`src/rtl/stride_pkg.sv`:
```
package stride_pkg;

    parameter int ADDR_W = 32;
    parameter int CNT_W  = 16;
    parameter int STEP_W = 3;
    parameter int NSIDE  = 2;

    localparam int SIDE_SRC = 0;
    localparam int SIDE_DST = 1;

    typedef logic [ADDR_W-1:0] addr_t;
    typedef logic [CNT_W-1:0]  cnt_t;

    typedef enum logic [1:0] {
        BSZ_BYTE = 2'd0,
        BSZ_HALF = 2'd1,
        BSZ_WORD = 2'd2,
        BSZ_RSVD = 2'd3
    } bsz_e;

    typedef struct packed {
        bsz_e              size;
        logic [NSIDE-1:0]  inc_en;
        logic [STEP_W-1:0] step;
        logic              step_sel;
    } cfg_t;

    localparam cfg_t CFG_RESET = '{size: BSZ_BYTE, inc_en: '0, step: '0, step_sel: 1'b0};

    function automatic addr_t width_bytes(bsz_e s);
        addr_t b;
        case (s)
            BSZ_BYTE: b = addr_t'(1);
            BSZ_HALF: b = addr_t'(2);
            default:  b = addr_t'(4);
        endcase
        return b;
    endfunction

    function automatic addr_t side_incr(cfg_t c, int side);
        addr_t base;
        base = width_bytes(c.size);
        if (!c.inc_en[side]) begin
            return '0;
        end
        if (int'(c.step_sel) == side) begin
            return base << c.step;
        end
        return base;
    endfunction

endpackage

```
`src/rtl/stride_cfg_reg.sv`:
```
module stride_cfg_reg
    import stride_pkg::*;
(
    input  logic clk,
    input  logic rst,
    input  logic capture,
    input  cfg_t cfg_in,
    output cfg_t cfg_q
);

    always_ff @(posedge clk) begin
        if (rst) begin
            cfg_q <= CFG_RESET;
        end else if (capture) begin
            cfg_q <= cfg_in;
        end
    end

    AST_CFG_HELD: assert property (@(posedge clk) disable iff (rst)
        !capture |=> $stable(cfg_q));

endmodule

```
`src/rtl/stride_side.sv`:
```
module stride_side #(
    parameter int ADDR_W = stride_pkg::ADDR_W
) (
    input  logic              clk,
    input  logic              rst,
    input  logic              load,
    input  logic [ADDR_W-1:0] load_val,
    input  logic              step_en,
    input  logic [ADDR_W-1:0] incr,
    output logic [ADDR_W-1:0] addr
);

    always_ff @(posedge clk) begin
        if (rst) begin
            addr <= '0;
        end else if (load) begin
            addr <= load_val;
        end else if (step_en) begin
            addr <= addr + incr;
        end
    end

    AST_ADDR_IDLE: assert property (@(posedge clk) disable iff (rst)
        (!load && !step_en) |=> $stable(addr));

    AST_ADDR_LOAD: assert property (@(posedge clk) disable iff (rst)
        load |=> addr == $past(load_val));

endmodule

```
`src/rtl/stride_beat_ctr.sv`:
```
module stride_beat_ctr #(
    parameter int CNT_W = stride_pkg::CNT_W
) (
    input  logic             clk,
    input  logic             rst,
    input  logic             load,
    input  logic [CNT_W-1:0] load_val,
    input  logic             adv_req,
    output logic             accept,
    output logic [CNT_W-1:0] remaining,
    output logic             last_beat,
    output logic             active
);

    localparam logic [CNT_W-1:0] ONE = CNT_W'(1);

    always_comb begin
        active    = (remaining != '0);
        last_beat = (remaining == ONE);
        accept    = adv_req && active && !load;
    end

    always_ff @(posedge clk) begin
        if (rst) begin
            remaining <= '0;
        end else if (load) begin
            remaining <= load_val;
        end else if (accept) begin
            remaining <= remaining - ONE;
        end
    end

    AST_CNT_DEC: assert property (@(posedge clk) disable iff (rst)
        (adv_req && !load && remaining != '0) |=> remaining == $past(remaining) - ONE);

    AST_EMPTY_HOLD: assert property (@(posedge clk) disable iff (rst)
        (!load && remaining == '0) |=> remaining == '0);

    AST_LAST_ENDS: assert property (@(posedge clk) disable iff (rst)
        (last_beat && adv_req && !load) |=> !active);

endmodule

```
`src/rtl/stride_addr_gen.sv`:
```
module stride_addr_gen
    import stride_pkg::*;
(
    input  logic              clk,
    input  logic              rst,
    input  logic              start,
    input  logic              resume,
    input  logic              advance,
    input  logic [ADDR_W-1:0] src_start,
    input  logic [ADDR_W-1:0] dst_start,
    input  logic [CNT_W-1:0]  beat_cnt,
    input  logic [1:0]        beat_size,
    input  logic [NSIDE-1:0]  inc_en,
    input  logic [STEP_W-1:0] step_size,
    input  logic              step_sel,
    input  logic [ADDR_W-1:0] rsm_src,
    input  logic [ADDR_W-1:0] rsm_dst,
    input  logic [CNT_W-1:0]  rsm_cnt,
    output logic [ADDR_W-1:0] src_addr,
    output logic [ADDR_W-1:0] dst_addr,
    output logic [CNT_W-1:0]  remaining,
    output logic              last_beat,
    output logic              active
);

    logic              capture;
    logic              accept;
    cfg_t              cfg_in;
    cfg_t              cfg_q;
    logic [CNT_W-1:0]  cnt_load;
    logic [ADDR_W-1:0] start_addr [NSIDE];
    logic [ADDR_W-1:0] rsm_addr   [NSIDE];
    logic [ADDR_W-1:0] side_addr  [NSIDE];

    always_comb begin
        capture         = start || resume;
        cfg_in.size     = bsz_e'(beat_size);
        cfg_in.inc_en   = inc_en;
        cfg_in.step     = step_size;
        cfg_in.step_sel = step_sel;
        cnt_load        = start ? beat_cnt : rsm_cnt;
        start_addr[SIDE_SRC] = src_start;
        start_addr[SIDE_DST] = dst_start;
        rsm_addr[SIDE_SRC]   = rsm_src;
        rsm_addr[SIDE_DST]   = rsm_dst;
    end

    stride_cfg_reg u_cfg (
        .clk     (clk),
        .rst     (rst),
        .capture (capture),
        .cfg_in  (cfg_in),
        .cfg_q   (cfg_q)
    );

    stride_beat_ctr #(.CNT_W(CNT_W)) u_ctr (
        .clk       (clk),
        .rst       (rst),
        .load      (capture),
        .load_val  (cnt_load),
        .adv_req   (advance),
        .accept    (accept),
        .remaining (remaining),
        .last_beat (last_beat),
        .active    (active)
    );

    for (genvar s = 0; s < NSIDE; s++) begin : g_side
        logic [ADDR_W-1:0] ld_val;
        logic [ADDR_W-1:0] incr;
        always_comb begin
            ld_val = start ? start_addr[s] : rsm_addr[s];
            incr   = side_incr(cfg_q, s);
        end
        stride_side #(.ADDR_W(ADDR_W)) u_side (
            .clk      (clk),
            .rst      (rst),
            .load     (capture),
            .load_val (ld_val),
            .step_en  (accept),
            .incr     (incr),
            .addr     (side_addr[s])
        );
    end

    assign src_addr = side_addr[SIDE_SRC];
    assign dst_addr = side_addr[SIDE_DST];

    // Independent stride reference: shift amount is min(code,2) plus the step
    logic [3:0] wsh;
    logic [3:0] sh_src;
    logic [3:0] sh_dst;
    always_comb begin
        wsh    = (cfg_q.size == BSZ_BYTE) ? 4'd0 : (cfg_q.size == BSZ_HALF) ? 4'd1 : 4'd2;
        sh_src = wsh + ((cfg_q.step_sel == 1'b0) ? {1'b0, cfg_q.step} : 4'd0);
        sh_dst = wsh + ((cfg_q.step_sel == 1'b1) ? {1'b0, cfg_q.step} : 4'd0);
    end

    AST_SRC_STRIDE: assert property (@(posedge clk) disable iff (rst)
        (advance && active && !capture && cfg_q.inc_en[SIDE_SRC])
        |=> src_addr == $past(src_addr) + (ADDR_W'(1) << $past(sh_src)));

    AST_DST_STRIDE: assert property (@(posedge clk) disable iff (rst)
        (advance && active && !capture && cfg_q.inc_en[SIDE_DST])
        |=> dst_addr == $past(dst_addr) + (ADDR_W'(1) << $past(sh_dst)));

    AST_FIXED_SRC: assert property (@(posedge clk) disable iff (rst)
        (!capture && !cfg_q.inc_en[SIDE_SRC]) |=> $stable(src_addr));

    AST_FIXED_DST: assert property (@(posedge clk) disable iff (rst)
        (!capture && !cfg_q.inc_en[SIDE_DST]) |=> $stable(dst_addr));

    AST_START_WINS: assert property (@(posedge clk) disable iff (rst)
        start |=> (src_addr == $past(src_start) && remaining == $past(beat_cnt)));

    AST_LAST_ACTIVE: assert property (@(posedge clk) disable iff (rst)
        last_beat |-> active);

endmodule

```
`config.mk`:
```
export PLATFORM = sky130hd
export DESIGN_NAME = stride_addr_gen
export DESIGN_NICKNAME = d
export VERILOG_FILES = /design/src/rtl/stride_pkg.sv /design/src/rtl/stride_cfg_reg.sv /design/src/rtl/stride_side.sv /design/src/rtl/stride_beat_ctr.sv /design/src/rtl/stride_addr_gen.sv
export SDC_FILE = /design/constraint.sdc
export NUM_CORES = 1
export LEC_CHECK = 0
export ABC_AREA = 1
export BUFFER_PORTS_ARGS = -buffer_cell sky130_fd_sc_hd__buf_2
export CORE_ASPECT_RATIO = 0.7
export CORE_UTILIZATION = 35
export CTS_CLUSTER_SIZE = 12
export DETAILED_ROUTE_END_ITERATION = 7
export PLACE_DENSITY = 0.69
export SYNTH_ARGS = -nofsm -noshare
export SYNTH_HDL_FRONTEND = slang
export SYNTH_SLANG_ARGS = --single-unit
```
`constraint.sdc`:
```
create_clock -name clk -period 2.51 [get_ports clk]
set_input_delay 0.251 -clock clk [delete_from_list [all_inputs] [get_ports clk]]
set_output_delay 0.251 -clock clk [all_outputs]
set_load 0.01 [all_outputs]
```
Word-level counts from Yosys, hierarchy flattened
Index checks and enable logic that the tools add are counted.
{"block": "op_classes", "addsub": 3, "n_eq_ne": 2, "n_reduce_logical": 7, "shift": 1, "muxes": 22}
{"operator": "two-way mux 32 bit", "n": 14}
{"operator": "adder 32 bit", "n": 2}
{"operator": "two-way mux 16 bit", "n": 3}
{"operator": "<< shifter 32 x 3 -> 32 bit", "n": 1}
{"operator": "== test 16 x 1 -> 1 bit, second input constant", "n": 1}
{"operator": "nonzero test 16 bit", "n": 1}
{"operator": "subtractor 16 x 1 -> 16 bit, second input constant", "n": 1}
{"operator": "case mux 3 bit (2 select lines)", "n": 1}
{"operator": "two-way mux 1 bit", "n": 4}
{"operator": "== test 2 x 1 -> 1 bit, second input constant", "n": 1}
{"operator": "logical AND 1 bit", "n": 2}
{"operator": "zero test 2 bit", "n": 1}
{"operator": "nonzero test 2 bit", "n": 1}
{"operator": "zero test 1 bit", "n": 1}
{"operator": "logical OR 1 bit", "n": 1}
{"block": "totals", "ff_bits": 88}

Longest topological paths before layout
Gate-level depths: netlist (run 1).
{"block": "logic_depth", "word_depth": 9, "mapped_depth": 20, "ltp_nobuf": 20}

Cells and area by module
Synthesis (run 1) repeated with hierarchy kept, for this count alone.
{"block": "hier_totals", "hier_cells": 1843, "hier_area_um2": 10097.2}
{"module": "stride_side at g_side[1].u_side", "cells_each": 636, "instances": 1, "area_each_um2": 3687.3}
{"module": "stride_side at g_side[0].u_side", "cells_each": 636, "instances": 1, "area_each_um2": 3611.0}
{"module": "stride_addr_gen", "cells_each": 322, "instances": 1, "area_each_um2": 1263.7}
{"module": "stride_beat_ctr", "cells_each": 198, "instances": 1, "area_each_um2": 1193.6}
{"module": "stride_cfg_reg", "cells_each": 51, "instances": 1, "area_each_um2": 341.6}

Worst setup path before layout (run 1)
No wires, ideal clock.
{"block": "synth_path", "path_kind": "register to register", "startpoint": "register u_cfg.cfg_q[7] (netlist name)", "endpoint": "register g_side[0].u_side.addr[20]", "required_ns": 2.396, "slack_ns": 0.035, "t_arrival_ns": 2.361, "n_path_buf": 0, "path_stages_with_launch": 15, "cell_sequence": "dfxtp_1 > nor2_1 > nand4_1 > a21oi_1 > ha_1 > inv_1 > fa_1 > inv_1 > nand2_1 > o21ai_0 > nand3_1 > nand2_1 > nand4_1 > a21oi_1 > nor2_1"}
{"block": "synth_between", "elab_chain_len": 9}
{"element": "== test 2 x 1 -> 1 bit / zero test 2 bit (equally long branches)", "line_no": "stride_pkg.sv:32", "text": "case (s)"}
{"element": "case mux 3 bit (2 select lines) (*)", "line_no": "stride_pkg.sv:32"}
{"element": "<< shifter 32 x 3 -> 32 bit", "line_no": "stride_pkg.sv:47", "text": "return base << c.step;"}
{"element": "two-way mux 32 bit", "line_no": "stride_pkg.sv:46", "text": "if (int'(c.step_sel) == side) begin"}
{"element": "two-way mux 32 bit (*)", "line_no": "stride_pkg.sv:49", "text": "return base;"}
{"element": "two-way mux 32 bit (*)", "line_no": "stride_pkg.sv:46"}
{"element": "adder 32 bit (*)", "line_no": "stride_side.sv:19", "text": "addr <= addr + incr;"}
{"element": "two-way mux 32 bit (*)", "line_no": "stride_side.sv:18", "text": "end else if (step_en) begin"}
{"element": "two-way mux 32 bit (*)", "line_no": "stride_side.sv:16", "text": "end else if (load) begin"}
{"element": "end signal, assigned", "line_no": "stride_side.sv:17", "text": "addr <= load_val;"}
{"element": "end signal, assigned", "line_no": "stride_side.sv:19"}
{"element": "end, declared", "line_no": "stride_side.sv:10", "text": "output logic [ADDR_W-1:0] addr"}
Every way passes the cells marked *; elsewhere a longest branch is shown, timed or not. The select of a mux whose other input is x is not followed.
A chain may end at the register's enable or synchronous reset.

Final worst setup path (run 1)
{"block": "layout_path", "startpoint": "register u_cfg.cfg_q[1] (netlist name)", "endpoint": "register g_side[1].u_side.addr[20]"}
{"block": "layout_between", "elab_chain_len": 7}
{"element": "<< shifter 32 x 3 -> 32 bit", "line_no": "stride_pkg.sv:47"}
{"element": "two-way mux 32 bit", "line_no": "stride_pkg.sv:46"}
{"element": "two-way mux 32 bit", "line_no": "stride_pkg.sv:49"}
{"element": "two-way mux 32 bit", "line_no": "stride_pkg.sv:46"}
{"element": "adder 32 bit", "line_no": "stride_side.sv:19"}
{"element": "two-way mux 32 bit", "line_no": "stride_side.sv:18"}
{"element": "two-way mux 32 bit", "line_no": "stride_side.sv:16"}
{"element": "end signal, assigned", "line_no": "stride_side.sv:17"}
{"element": "end signal, assigned", "line_no": "stride_side.sv:19"}
{"element": "end, declared", "line_no": "stride_side.sv:10"}
No other way between the ends. The select of a mux whose other input is x is not followed.

==> results of run 1 <==
-- placed cells by master, fill, tap and decap left out, drive strengths merged, types with 4 or more instances in the layout --
| master | n |
|---|---|
| a31oi | 4 |
| nor3 | 21 |
| xor2 | 13 |
| nand4 | 23 |
| o21ai | 107 |
| buf | 324 |
| clkbuf | 11 |
| nand2 | 395 |
| ha | 22 |
| o211ai | 7 |
| a21oi | 124 |
| o22ai | 8 |
| nand3 | 142 |
| dfxtp | 88 |
| or2 | 6 |
| nor2 | 249 |
| inv | 153 |
-- repair_timing --
item | CTS | global route
pin swaps | 6 | 53
gates resized for setup | 23 | 180
endpoints found under the setup margin | 52 | 58
buffers inserted | 0 | 7
endpoints found under the hold margin | 0 | 0
-- cell families after synthesis --
logic type      count (synthesis)  synth area share [%]
compound gates                253                  16.6
xor+xnor                       14                  1.55
fa+ha+maj                      24                  3.98
buf+inv                       216                  11.3
flops                          88                  22.3
simple gates                  840                  44.2
-- path summary, 6_finish.rpt --
| check | startpoint | end | slack [ns] | cells past startpoint |
|---|---|---|---|---|
| min | beat_size[0] | u_cfg.cfg_q[6] | 0.16 | 3 |
| max reg2reg | u_cfg.cfg_q[1] | g_side[1].u_side.addr[20] | 0.07 | 17 |
| min reg2reg | g_side[1].u_side.addr[5] | g_side[1].u_side.addr[5] | 0.49 | 2 |
| max | u_cfg.cfg_q[1] | g_side[1].u_side.addr[20] | 0.07 | 17 |
-- power groups by stage --
stage          clock network (uW)  logic [uW]  registers (uW)
6_report                     1460        1400            1710
5_1_grt                      1520        1550            1720
4_1_cts                      1480        1280            1690
3_5_place_dp                    0        1270            1720
3_3_place_gp                    0        1260            1720
2_1_floorplan                   0         680            1720
-- per-layer routing --
layer	vias up	wire, um
li1	5179	-
met3	34	2400
met4	0	518
met1	4668	14900
met2	397	13700
met5	-	0
-- cell type report --
cell class / instances / area [um^2]
antenna: 1 / 2.50
clock buffer: 11 / 253
clock inverter: 5 / 55.1
fill: 2302 / 11000
inverter: 154 / 593
multi-input combinational: 1131 / 6020
sequential: 88 / 1770
tap: 282 / 353
timing repair buffer: 324 / 1880
-- stage by stage --
step / util, % / setup TNS [ns] / setup WS (ns)
3_5_place_dp: 44.7 / -4.56 / -0.199
6_report: 49.9 / 0 / 0.0652
2_1_floorplan: - / 0 / 0.0349
4_1_cts: 46.4 / -0.0297 / -0.0196
3_3_place_gp: 44.7 / -3.09 / -0.174
5_1_grt: 49.9 / -1.05 / -0.0805
-- state kept, by name (all words and copies together) (netlist names) --
register / flops
g_side.u_side.addr: 64
u_ctr.remaining: 16
u_cfg.cfg_q: 8
-- worst min-delay path: cells and delay by family --
family,cells,cell delay (ns)
AOI/OAI and AO/OA,1,0.07
and+or+nand+nor,1,0.08
buffers and inverters,1,0.07
==> implementation parameters, run 1 <==
Parameter                              Value

Outcome
  Run status    complete, no violations

Worst setup path
  Required time of the critical path    2.76 ns
  Element type at the critical path end    register
  Number of buffers and inverters on the critical path    5
  Slowest stage cell on the critical path    sky130_fd_sc_hd__dfxtp_1
  Critical path launch point type    register
  Type of the worst setup path    register to register
  Kind of cell adding the most delay to the critical path    simple AND/OR/NAND/NOR gates
  CP max stage delay    0.34 ns
  List of cells traversed by the critical path    inv_2 -> buf_4 -> nand2_2 -> o21ai_4 -> buf_4 -> nand3_2 -> buf_4 -> nor2_4 -> ha_4 -> nand2_1 -> nor2_2 -> nand3_2 -> nand3_2 -> buf_6 -> nand4_1 -> a21oi_2 -> nor2_1
  Arr. time, crit path    2.69 ns
  Highest fanout seen on the critical path    8

Clock tree
  Clock root buffer    sky130_fd_sc_hd__clkbuf_16
  TritonCTS clock tree    yes
  Clock Tree Buf Depth    2
  Latest clock arrival within the worst-skew pair    0.35 ns
  Clock buffer count from CTS    9
  Number of H-tree levels    3
  Clock sinks    between 80 and 90
  Clock transition at the registers of the reported paths    0.07 ns
  Cts hold-fix bufs    0

Timing
  Final worst clock skew    0.00852 ns
  Highest attainable clock frequency    409 MHz
  Final number of setup-violating endpoints    0
  Minimum clock period after layout    2.44 ns
  Crit share post-route    97.4%
  Unrepaired setup endpoints after global routing    yes
  Remaining max-slew budget at the tightest pin    57.0%
  Worst hold margin    0.156 ns
  Count of final max-slew check failures    0
  Actual slew at the worst max-slew pin    between 0.6 and 0.7 ns
  Final-report hold violation count    0

Global routing
  First-pass GRT wire length    48,400 um
  Number of global-route vias before repair    9,335
  Total Routing Usage GR    between 20% and 30%
  Met2 Use GR    40.4%
  Peak-usage layer in the global routing report    met2
  Initial antenna violation count    0
  Total gr overflow    0
  Fraction of met3 tracks used by global routing    5.80%
  Maximum number of pins on one net before global-route repair    65
  Grt met1 use    36.9%

Yosys
  Count of distinct cell types in the synthesized netlist    37
  Sequential element share of the synthesized area    22.3%
  Post-synthesis cell type with the largest combined area    sky130_fd_sc_hd__dfxtp_1
  Post-synthesis instance total    between 1,000 and 1,500
  Number of warnings issued by yosys    0
  Post-Syn Area    approximately 0.008 mm^2
  Async SR Flop Fraction    0%
  Top cells by instance count after synthesis    sky130_fd_sc_hd__nand2_1, sky130_fd_sc_hd__nor2_1, sky130_fd_sc_hd__inv_1, sky130_fd_sc_hd__nand3_1, sky130_fd_sc_hd__a21oi_1
  Most common cell in the netlist    sky130_fd_sc_hd__nand2_1
  Mean Syn Cell Area    5.52 um^2
  Top cell type's share of synthesized area    between 20 and 25%
  Dominant synthesized flop cell    sky130_fd_sc_hd__dfxtp_1
  Number of flops mapped to enable cells by yosys    0
  Dominant cells by area after synthesis    sky130_fd_sc_hd__dfxtp_1, sky130_fd_sc_hd__nand2_1, sky130_fd_sc_hd__nor2_1
  FF+latch count, synth    88
  Syn nets    1,632

Route
  Final ANT Viol Nets    0
  DR vias    around 10,000
  Remaining routing DRC violations    0
  Final wirelength    31,500 um
  Number of vias per cell after detailed routing    5.15
  Violation count after the first detailed-routing iteration    around 700
  Drt pass-1 iters    5
  Routed length per instance    around 16 um

Placed design
  Placed wire-length estimate after detailed placement    about 24,000 um
  Area after DPL    about 0.0098 mm^2
  Cell Count Post-Placement    a little under 2,000
  I/O Buffers    around 250
  RePlAce Congestion    0.978

Die
  Area of the die    between 0.02 and 0.025 mm^2
  Die span in x    182 um
  Vertical extent of the die    about 130 um
  Area of the core    0.0219 mm^2
  Initial standard-cell utilization of the core    36.1%
  Standard-cell row count    45
  I/O pin total    255

Power and ir drop
  Cell internal power dissipation    2920 uW
  Areal power density over the cells    418 mW/mm^2
  Total power    4570 uW
  Leak    between 0.005 and 0.006 uW
  Net Switching    1640 uW
  Peak supply drop    0.301 mV
  Power share of the sequential group    37.4%
  Clock network fraction of total power    32.0%
  Combinational Power Share    a little under a third
  Share of total power consumed by net switching    between 30% and 40%

Finish
  Count of nets after finishing    1,905
  Post-Layout Cell Count    1,996
  Share of final-layout standard cells stronger than drive strength 1    a little under a third
  Final instance area    0.0109 mm^2
  Layout Area Growth over Synthesis    38.0%

Worst hold path
  Type of the most critical hold path    input port to register

Flow run
  # Max-Cap Violations    0
Power figures use the tool's default switching activity.
==> run 2: changes to the inputs <==
- CORE_UTILIZATION: 35 -> 45
- PLACE_DENSITY: 0.69 -> 0.83
==> run 2 against run 1 <==
  * The run now ends with setup timing left
  * Sequential cell count unchanged
  * Total power increased by 2.3%
  * First-iteration DRC count increased by 35%
  * Worst hold slack improved by 0.045 ns
  * Die area decreased by 22%
  * Design area decreased by 1.7%
  * Clock power increased by 9.6%
  * Critical path type unchanged
==> implementation parameters, run 2 (same netlist as run 1, synthesis figures left out) <==
Parameter                              Value

Finish
  Top library cells by usage in the layout, fill and taps aside    sky130_fd_sc_hd__nand2_1, sky130_fd_sc_hd__buf_2, sky130_fd_sc_hd__nor2_1, sky130_fd_sc_hd__inv_1, sky130_fd_sc_hd__nand3_1
  Largest register FFs    64 (unchanged)
  Most common cell after layout, fill and taps aside    sky130_fd_sc_hd__nand2_1
  Share of final-layout standard cells stronger than drive strength 1    30.7% (+0.41 points)
  Register area    0.00177 mm^2 (+0.14%)
  Count of nets after finishing    1,893 (-0.63%)
  Area of combinational cells with multiple inputs    0.00600 mm^2 (-0.33%)
  Layout Area Growth over Synthesis    35.7%
  Fillers    1,610 (-30%)
  # diodes    0 (-1)
  Top Registers    g_side.u_side.addr x64, u_ctr.remaining x16, u_cfg.cfg_q x8
  Largest Register    g_side.u_side.addr

Die
  Area of the core    0.0172 mm^2 (-22%)
  Vertical extent of the die    113 um (-12%)
  Area of the die    0.0181 mm^2 (-22%)
  Initial standard-cell utilization of the core    46.1% (+10 points)
  Standard-cell row count    40 (-11%)
  I/O pin total    255 (unchanged)
  Die span in x    161 um (-12%)

Worst setup path
  Arr. time, crit path    2.77 ns (+0.08 ns)
  CP max stage delay    0.37 ns (+0.03 ns)
  Number of buffers and inverters on the critical path    3 (-2)
  Element type at the critical path end    register
  Highest fanout seen on the critical path    6 (-2)
  CP most frequent cell    sky130_fd_sc_hd__nand2_2
  Worst reg-to-reg path cell count    17 (unchanged)
  Required time of the critical path    2.75 ns (about the same)
  Critical R2R Launch    u_cfg.cfg_q[7]
  Critical path launch point type    register
  List of cells traversed by the critical path    inv_2 -> nand2_2 -> o21ai_2 -> nand2_1 -> o21ai_2 -> nand2_2 -> buf_4 -> nor2_4 -> ha_4 -> nand2_4 -> nor3_1 -> nand2_2 -> nand2_4 -> buf_4 -> nand4_1 -> a21oi_2 -> nor2_1
  Kind of cell adding the most delay to the critical path    simple AND/OR/NAND/NOR gates
  Type of the worst setup path    register to register
  Slowest stage cell on the critical path    sky130_fd_sc_hd__dfxtp_4
  R2R Setup Slk    -0.02 ns (-0.08 ns)
  Reg-to-reg critical path endpoint    g_side[0].u_side.addr[21]

Clock tree
  Number of H-tree levels    3 (unchanged)
  Clock transition at the registers of the reported paths    0.07 ns (about the same)
  Cts hold-fix bufs    0 (unchanged)
  Clock buffer count from CTS    9 (unchanged)
  Clock root buffer    sky130_fd_sc_hd__clkbuf_16
  Clock sinks    88 (unchanged)
  TritonCTS clock tree    yes
  Latest clock arrival within the worst-skew pair    0.35 ns (about the same)
  Clock Tree Buf Depth    2 (unchanged)

Placed design
  Worst slack after detailed placement    -0.205 ns (-0.00540 ns)
  RePlAce Congestion    0.989 (+1.1%)
  I/O Buffers    254 (unchanged)
  Placed wire-length estimate after detailed placement    21,600 um (-8.4%)

Worst hold path
  Type of the most critical hold path    input port to register
  WHS Endpoint    u_cfg.cfg_q[2]
  Startpoint of the worst hold path    step_size[1]
  Cell depth of the worst hold path    3 (unchanged)

Timing
  Highest attainable clock frequency    396 MHz (-3.2%)
  Final worst clock skew    0.0106 ns (+0.00212 ns)
  Final number of setup-violating endpoints    7 (+7)
  Unrepaired setup endpoints after global routing    yes
  Crit share post-route    101% (+3.2 points)
  Actual slew at the worst max-slew pin    0.824 ns (+0.185 ns)
  Remaining max-slew budget at the tightest pin    45.1% (-12 points)
  Count of final max-slew check failures    0 (unchanged)
  Post-layout worst setup margin    -0.0155 ns (-0.0806 ns)
  Final-report hold violation count    0 (unchanged)
  Minimum clock period after layout    2.53 ns (+0.0806 ns)

Route
  Final wirelength    30,400 um (-3.5%)
  Remaining routing DRC violations    0 (unchanged)
  Violation count after the first detailed-routing iteration    950 (+35%)
  Final ANT Viol Nets    0 (unchanged)
  Number of vias per cell after detailed routing    5.49 (+6.7%)
  DR vias    10,609 (+3.2%)
  Routed length per instance    15.7 um (-0.27%)
  Drt pass-1 iters    5 (unchanged)

Global routing
  First-pass GRT wire length    47,100 um (-2.7%)
  Total Routing Usage GR    32.0% (+5.7 points)
  Number of global-route vias before repair    9,471 (+1.5%)
  Initial antenna violation count    0 (unchanged)
  Maximum number of pins on one net before global-route repair    81 (+25%)
  Total gr overflow    0 (unchanged)

Power and ir drop
  Leak    0.00537 uW (-1.2%)
  Clock network fraction of total power    34.1% (+2.1 points)
  Share of total power consumed by net switching    34.1% (-1.8 points)
  Net Switching    1590 uW (-2.9%)
  Areal power density over the cells    435 mW/mm^2 (+4.1%)
  Combinational Power Share    29.3% (-1.3 points)
  Peak supply drop    0.314 mV (+4.3%)
  Cell internal power dissipation    3080 uW (+5.2%)
  Power share of the sequential group    36.6% (-0.8 points)
  Total power    4670 uW (+2.3%)

Outcome
  Violated checks    setup timing
  Run status    finished with violations

Flow run
  # Max-Cap Violations    0 (unchanged)
-- run 2: final cells by class --
| class | instances | area share [%] |
|---|---|---|
| clock buffer | 12 | 2.30 |
| clock inverter | 3 | 0.839 |
| inverter | 154 | 5.52 |
| multi-input combinational | 1131 | 55.9 |
| sequential | 88 | 16.5 |
| tap | 231 | 2.69 |
| timing repair buffer | 312 | 16.3 |
-- run 2: through the flow --
step	cell area (um^2)	hold slack, ns	TNS (ns)	utilization, %	cells
global placement	9520	0.483	-1.18	55.5	1901
finish	10700	0.201	-0.0496	62.6	1931
global route	10700	0.215	-4.58	62.6	1931
floorplan	7920	0.416	0	-	1435
detailed placement	9520	0.487	-5.33	55.5	1901
CTS	9940	0.192	0	57.9	1916
-- run 2: power by group through the flow --
| stage | registers (uW) | logic [uW] | clock network (uW) |
|---|---|---|---|
| final | 1710 | 1370 | 1600 |
| after global routing | 1730 | 1510 | 1650 |
| after floorplan | 1720 | 680 | 0 |
| after CTS | 1690 | 1230 | 1600 |
| after global placement | 1720 | 1190 | 0 |
| after detailed placement | 1720 | 1210 | 0 |
-- run 2: worst reg2reg max path: stages (launching register included) --
cell                      delay (ns)
sky130_fd_sc_hd__dfxtp_4        0.37
sky130_fd_sc_hd__inv_2          0.07
sky130_fd_sc_hd__nand2_2        0.08
sky130_fd_sc_hd__o21ai_2        0.18
sky130_fd_sc_hd__nand2_1        0.08
sky130_fd_sc_hd__o21ai_2        0.10
sky130_fd_sc_hd__nand2_2        0.09
sky130_fd_sc_hd__buf_4          0.15
sky130_fd_sc_hd__nor2_4         0.10
sky130_fd_sc_hd__ha_4           0.20
sky130_fd_sc_hd__nand2_4        0.09
sky130_fd_sc_hd__nor3_1         0.28
sky130_fd_sc_hd__nand2_2        0.10
sky130_fd_sc_hd__nand2_4        0.11
sky130_fd_sc_hd__buf_4          0.11
sky130_fd_sc_hd__nand4_1        0.09
sky130_fd_sc_hd__a21oi_2        0.17
sky130_fd_sc_hd__nor2_1         0.05
-- run 2: worst max path at each step --
| stage | from | endpoint | depth (start not counted) |
|---|---|---|---|
| floorplan | u_cfg.cfg_q[7] | g_side[0].u_side.addr[20] | 14 |
| global placement | u_cfg.cfg_q[7] | g_side[0].u_side.addr[28] | 17 |
| detailed placement | u_cfg.cfg_q[7] | g_side[0].u_side.addr[20] | 16 |
| CTS | u_cfg.cfg_q[7] | g_side[0].u_side.addr[17] | 19 |
| global route | u_cfg.cfg_q[0] | g_side[0].u_side.addr[21] | 14 |
| finish | u_cfg.cfg_q[7] | g_side[0].u_side.addr[21] | 17 |
-- run 2: timing repair --
| action | in CTS | in global routing |
|---|---|---|
| resized for setup | 32 | 183 |
| pin swaps | 2 | 69 |
| endpoints found under the setup margin | 56 | 58 |
| buffers inserted | 0 | 15 |
-- run 2: layer usage --
metal	vias up	track usage [%]	wire, um	share of wire [%]
met1	4841	44.1	13400	44
met4	0	6.79	593	1.9
li1	5161	-	-	-
met2	547	52.6	13700	45
met3	60	4.88	2690	8.9
met5	-	0	0	0
